File: src/rtl/sdh_irq_pkg.sv
package sdh_irq_pkg;
  localparam int WORD_W   = 32;
  localparam int EVT_N    = 8;
  localparam int BUSY_POS = 16;
  localparam int WP_POS   = 17;

  // event bit index order
  localparam int EV_CMD_DONE = 0;
  localparam int EV_CMD_TO   = 1;
  localparam int EV_CRC_ERR  = 2;
  localparam int EV_RD_RDY   = 3;
  localparam int EV_WR_REQ   = 4;
  localparam int EV_DAT_END  = 5;
  localparam int EV_CARD_IN  = 6;
  localparam int EV_CARD_OUT = 7;

  // next value of one latched event bit: set beats clear
  function automatic logic evt_next(logic cur, logic wr, logic keep, logic set);
    return set | (cur & (~wr | keep));
  endfunction

  // any source pending and not suppressed
  function automatic logic pending_any(logic [EVT_N-1:0] st, logic [EVT_N-1:0] mk,
                                       logic [EVT_N-1:0] cap);
    return |(st & cap & ~mk);
  endfunction
endpackage

File: src/rtl/sdh_irq_status.sv
module sdh_irq_status #(
  parameter int EVT_N = 8
) (
  input  logic             clk,
  input  logic             rst_n,
  input  logic [EVT_N-1:0] evt_set,
  input  logic             ack_we,
  input  logic [EVT_N-1:0] ack_keep,
  output logic [EVT_N-1:0] status_q
);
  import sdh_irq_pkg::*;

  for (genvar i = 0; i < EVT_N; i++) begin : g_bit
    always_ff @(posedge clk or negedge rst_n) begin
      if (!rst_n) status_q[i] <= 1'b0;
      else        status_q[i] <= evt_next(status_q[i], ack_we, ack_keep[i], evt_set[i]);
    end
  end
endmodule

File: src/rtl/sdh_irq_mask.sv
module sdh_irq_mask #(
  parameter int EVT_N = 8
) (
  input  logic             clk,
  input  logic             rst_n,
  input  logic             we,
  input  logic [EVT_N-1:0] wdata,
  output logic [EVT_N-1:0] mask_q
);
  always_ff @(posedge clk or negedge rst_n) begin
    if (!rst_n)  mask_q <= '1;
    else if (we) mask_q <= wdata;
  end
endmodule

File: src/rtl/sdh_irq_line.sv
module sdh_irq_line #(
  parameter int               EVT_N = 8,
  parameter logic [EVT_N-1:0] CAP   = '1
) (
  input  logic             clk,
  input  logic             rst_n,
  input  logic [EVT_N-1:0] status_q,
  input  logic [EVT_N-1:0] mask_q,
  output logic             pend_now,
  output logic             irq_n
);
  import sdh_irq_pkg::*;

  assign pend_now = pending_any(status_q, mask_q, CAP);

  always_ff @(posedge clk or negedge rst_n) begin
    if (!rst_n) irq_n <= 1'b1;
    else        irq_n <= ~pend_now;
  end
endmodule

File: src/rtl/sdh_irq_unit.sv
module sdh_irq_unit #(
  parameter int                                EVT_N = sdh_irq_pkg::EVT_N,
  parameter logic [sdh_irq_pkg::EVT_N-1:0]     CAP   = '1
) (
  input  logic                          clk,
  input  logic                          rst_n,
  input  logic [EVT_N-1:0]              evt_in,
  input  logic                          cmd_busy_i,
  input  logic                          wr_prot_i,
  input  logic                          reg_wr,
  input  logic                          reg_sel,
  input  logic [sdh_irq_pkg::WORD_W-1:0] reg_wdata,
  output logic [sdh_irq_pkg::WORD_W-1:0] reg_rdata,
  output logic                          irq_n
);
  import sdh_irq_pkg::*;

  logic             st_wr;
  logic             mk_wr;
  logic             pend_now;
  logic [EVT_N-1:0] status_q;
  logic [EVT_N-1:0] mask_q;
  logic [WORD_W-1:0] status_word;
  logic [WORD_W-1:0] mask_word;

  assign st_wr = reg_wr & ~reg_sel;
  assign mk_wr = reg_wr &  reg_sel;

  sdh_irq_status #(.EVT_N(EVT_N)) u_status (
    .clk(clk), .rst_n(rst_n), .evt_set(evt_in), .ack_we(st_wr),
    .ack_keep(reg_wdata[EVT_N-1:0]), .status_q(status_q)
  );

  sdh_irq_mask #(.EVT_N(EVT_N)) u_mask (
    .clk(clk), .rst_n(rst_n), .we(mk_wr), .wdata(reg_wdata[EVT_N-1:0]), .mask_q(mask_q)
  );

  sdh_irq_line #(.EVT_N(EVT_N), .CAP(CAP)) u_line (
    .clk(clk), .rst_n(rst_n), .status_q(status_q), .mask_q(mask_q),
    .pend_now(pend_now), .irq_n(irq_n)
  );

  always_comb begin
    status_word              = '0;
    status_word[EVT_N-1:0]   = status_q;
    status_word[BUSY_POS]    = cmd_busy_i;
    status_word[WP_POS]      = wr_prot_i;
    mask_word                = '0;
    mask_word[EVT_N-1:0]     = mask_q;
  end

  assign reg_rdata = reg_sel ? mask_word : status_word;
endmodule

File: config.mk
export PLATFORM = sky130hd
export DESIGN_NAME = sdh_irq_unit
export DESIGN_NICKNAME = d
export VERILOG_FILES = /design/src/rtl/sdh_irq_pkg.sv /design/src/rtl/sdh_irq_status.sv /design/src/rtl/sdh_irq_mask.sv /design/src/rtl/sdh_irq_line.sv /design/src/rtl/sdh_irq_unit.sv
export SDC_FILE = /design/constraint.sdc
export NUM_CORES = 1
export LEC_CHECK = 0
export ABC_AREA = 1
export BUFFER_PORTS_ARGS = -buffer_cell sky130_fd_sc_hd__buf_2
export CAP_MARGIN = 25
export CORE_MARGIN = 2
export CORE_UTILIZATION = 40
export CTS_CLUSTER_DIAMETER = 60
export DETAILED_ROUTE_END_ITERATION = 10
export GPL_TIMING_DRIVEN = 0
export PLACE_DENSITY_LB_ADDON = 0.15
export SYNTH_ARGS = -nofsm -noshare
export SYNTH_HDL_FRONTEND = slang
export SYNTH_HIERARCHICAL = 1
export SYNTH_SLANG_ARGS = --single-unit
File: constraint.sdc
create_clock -name clk -period 1.3 [get_ports clk]
set_clock_uncertainty 0.1 [all_clocks]
set_input_delay 0.13 -clock clk [delete_from_list [all_inputs] [get_ports clk]]
set_output_delay 0.13 -clock clk [all_outputs]
set_load 0.01 [all_outputs]
After elaboration in Yosys (flattened, before gate mapping)
Cells that the tools add are included.

storage, ports and cells
  register bits = 17
  word-level logic and storage cells = 43

operators by class
  muxes and demuxes = 1
  bitwise operators = 31
  reductions and logical operators = 1

operator list
  operator            number
  2-to-1 mux 18 bit   1
  bitwise OR 1 bit    16
  AND 1 bit           10
  AND 8 bit           1
  NOT 8 bit           1
  OR reduction 8 bit  1
  NOT 1 bit           3

Longest topological paths before layout
  word-level depth = 6
  depth in mapped cells = 7
  depth with buffers taken out = 6

Modules after synthesis
The synthesis kept the hierarchy.

by module, submodules not included
  module          times used  cells an instance  area each (µm²)  sequential area each (µm²)
  sdh_irq_status  1           49                 355.3            200.2
  sdh_irq_mask    1           34                 315.3            210.2
  sdh_irq_unit    1           57                 304.0            0.0
  sdh_irq_line    1           30                 136.4            26.3

Worst setup path after synthesis
No wires, ideal clock.

  path type = register to register
  from = register u_mask.mask_q[1]
  to = register u_line.irq_n
  setup time = 0.067 ns
  data arrival time = 0.813 ns
  required time = 1.133 ns
  setup slack = 0.320 ns
  cell stages (with the launch flop) = 7
  buffers on the path = 0
  period minus slack after synthesis = 0.980 ns
  cells stage by stage = dfstp_2 > inv_1 > nand2_1 > nand2_1 > inv_1 > nand2_1 > nor2_1

on the way
  longest elaborated chain between the ends = 4

ends and longest elaborated chain
  item                      line                text
  start: declaration        sdh_irq_mask.sv:8   output logic [EVT_N-1:0] mask_q
  start signal: assignment  sdh_irq_mask.sv:12  else if (we) mask_q <= wdata;
  NOT 8 bit                 sdh_irq_pkg.sv:25   return |(st & cap & ~mk);
  AND 8 bit                 sdh_irq_pkg.sv:25
  OR reduction 8 bit        sdh_irq_pkg.sv:25
  NOT 1 bit                 sdh_irq_line.sv:18  else irq_n <= ~pend_now;
  end signal: assignment    sdh_irq_line.sv:18
  end: declaration          sdh_irq_line.sv:10  output logic irq_n

No other way between the ends.
A chain may end at the register's enable or synchronous reset.

Final worst setup path
  from = register u_mask.mask_q[0]
  to = output port reg_rdata[0] in the netlist's numbering

on the way
  longest elaborated chain between the ends = 1

ends and longest elaborated chain
  item               line                text
  2-to-1 mux 18 bit  sdh_irq_unit.sv:52  assign reg_rdata = reg_sel ? mask_word : status_word;
  end: declaration   sdh_irq_unit.sv:13  output logic [sdh_irq_pkg::WORD_W-1:0] reg_rdata,

No other way between the ends.

==> impl_metrics.tcl <==
set metrics [dict create \
    dieHeight_um 56.5 \
    p_seq_share_pct 46.6 \
    final_common_cell "nand2_1" \
    power_density_nw_per_um2 811 \
    wl_per_cell_um 8.67 \
    hold_depth 6 \
    critical_path_required_ns 1.07 \
    postSynthAreaPerCell_sq_um 6.56 \
    final.setup.worst_slack_ns 0.0103 \
    clk_pin_slew_ns 0.10 \
    peakVddDrop_uv 544 \
    ant_nets 0 \
    diodes 0 \
    hold_path.class "primary input to register" \
    start_kind "register" \
    busiest_layer "met2" \
    yosys_warnings 6 \
    most-common-layout-cells "nand2_1 (83), inv_1 (33), buf_2 (32)" \
    hpwl_mm 1.62 \
    fill_cells 281 \
    syn_to_final_growth_pct 49.9 \
    min-delay-start "reg_wr" \
    finalSetupViolations 0 \
    power_switching_uw 401 \
    tns_ns 0 \
    post-route-util_pct 61.5 \
    layout-drive-gt1-share_pct 32.8 \
    p_int_uw 938 \
    synth_cells 168 \
    grt_use_met3_pct 3.00 \
    cts.sinks 17 \
    min_period_ns 1.29 \
    core_sq_um 2690 \
    grt-ovfl-total 0 \
    totalWireLength_mm 2.44 \
    pwr-share-comb_pct 32.2 \
    critical_path_class "register to output pin" \
    clk_path_buf_depth 2 \
    cap_violations 0 \
    rsz0062_at_grt "true" \
    fmax_mhz 775 \
    path_max_fanout 2 \
    dp_slack_ns 0.194 \
    arrival_ns 1.06 \
    finalWeightedCongestion 0.740 \
    grt_pass1_wl_mm 4.00 \
    power.total_mw 1.34 \
    syn_area_sq_um 1100 \
    rr_startpoint "u_mask/mask_q[1]" \
    grtUsageTotal_pct 16.1 \
    status "complete, no violations" \
    critPathLaunch "u_mask/mask_q[0]" \
    met1_usage_pct 18.1 \
    grt_max_degree 18 \
    first_pass_iters 4 \
    clkPwrFrac_pct 21.2 \
    start_util_pct 41.0 \
    cts_tree "built" \
    fin_crit_sh_pct 99.2 \
    cts_htree_levels 1 \
    r2r_cells 7 \
    final_nets 297 \
    power_leakage_nw 1.08 \
    grt_pass1_vias 953 \
    portBuffers 32 \
    via_count 1109 \
    via_per_inst 3.95 \
    grtUsageMet2_pct 29.6 \
    drt_iter0_drc 22 \
    rows 19 \
    antenna_found_initial 0 \
    root_buffer "clkbuf_4" \
    cp-end-kind "output pin" \
    sw_frac_of_total_pct 30.0 \
    drc 0 \
    insertion_delay_ns 0.29 \
    cts_made_buffers 3 \
    timing.final.hold_violations 0 \
    slew_violations 0 \
    die_area_sq_um 3190 \
    pin_count 79 \
    fp.dieW_um 56.5 \
]
## power groups by stage
stage / combinational [mW] / clock [mW] / sequential (mW)
3_3_place_gp: 0.325 / 0 / 0.638
2_1_floorplan: 0.230 / 0 / 0.631
5_1_grt: 0.483 / 0.316 / 0.631
6_report: 0.431 / 0.284 / 0.625
4_1_cts: 0.420 / 0.296 / 0.623
3_5_place_dp: 0.328 / 0 / 0.641
## metal layers
| layer | routed length, um | up-vias |
|---|---|---|
| met3 | 197 | 4 |
| met1 | 948 | 475 |
| met5 | 0 | - |
| li1 | - | 587 |
| met4 | 26 | 0 |
| met2 | 1270 | 43 |
## worst max-delay path, stage by stage, from the launching register on
cell	delay [ns]
dfstp_2	0.55
nand2_2	0.05
nand2_1	0.05
buf_2	0.12
## sequential cells by signal, indices dropped and copies added, names as in the netlist
| register | count |
|---|---|
| u_line/irq_n | 1 |
| u_status/status_q | 8 |
| u_mask/mask_q | 8 |
## worst paths after layout
| kind | end | slack, ns |
|---|---|---|
| worst max-delay path | reg_rdata[0] | 0.01 |
| worst min-delay path | u_mask/mask_q[5] | 0.16 |
| worst max register to register | u_line/irq_n | 0.17 |
| worst min register to register | u_status/status_q[4] | 0.41 |
| max in group asynchronous | u_mask/mask_q[7] | 0.58 |
| min in group asynchronous | u_status/status_q[4] | 0.20 |
## metrics by stage
| step | instance area (sq um) | hold slack (ns) | std cells |
|---|---|---|---|
| after floorplan | 1180 | -0.266 | 189 |
| after global placement | 1380 | -0.0305 | 252 |
| after detailed placement | 1380 | -0.0342 | 252 |
| after CTS | 1640 | 0.160 | 281 |
| after global routing | 1650 | 0.188 | 281 |
| final | 1650 | 0.165 | 281 |
## what timing repair did
| item | in CTS | in global routing |
|---|---|---|
| endpoints found under the hold margin | 33 | 0 |
| gates resized for setup | 0 | 5 |
| endpoints found under the setup margin | 8 | 8 |
| pin swaps | 6 | 4 |
| setup buffers | 8 | 0 |
| hold buffers | 17 | 0 |
## area by class of cell
type | count | area [sq um] | area share, %
Tap cell | 31 | 38.8 | 2.35
Timing Repair Buffer | 57 | 397 | 24.0
Multi-Input combinational cell | 113 | 434 | 26.3
Sequential cell | 17 | 437 | 26.4
Buffer | 25 | 193 | 11.7
Inverter | 34 | 128 | 7.72
Clock buffer | 4 | 26.3 | 1.59
Power figures use the tool's default switching activity.
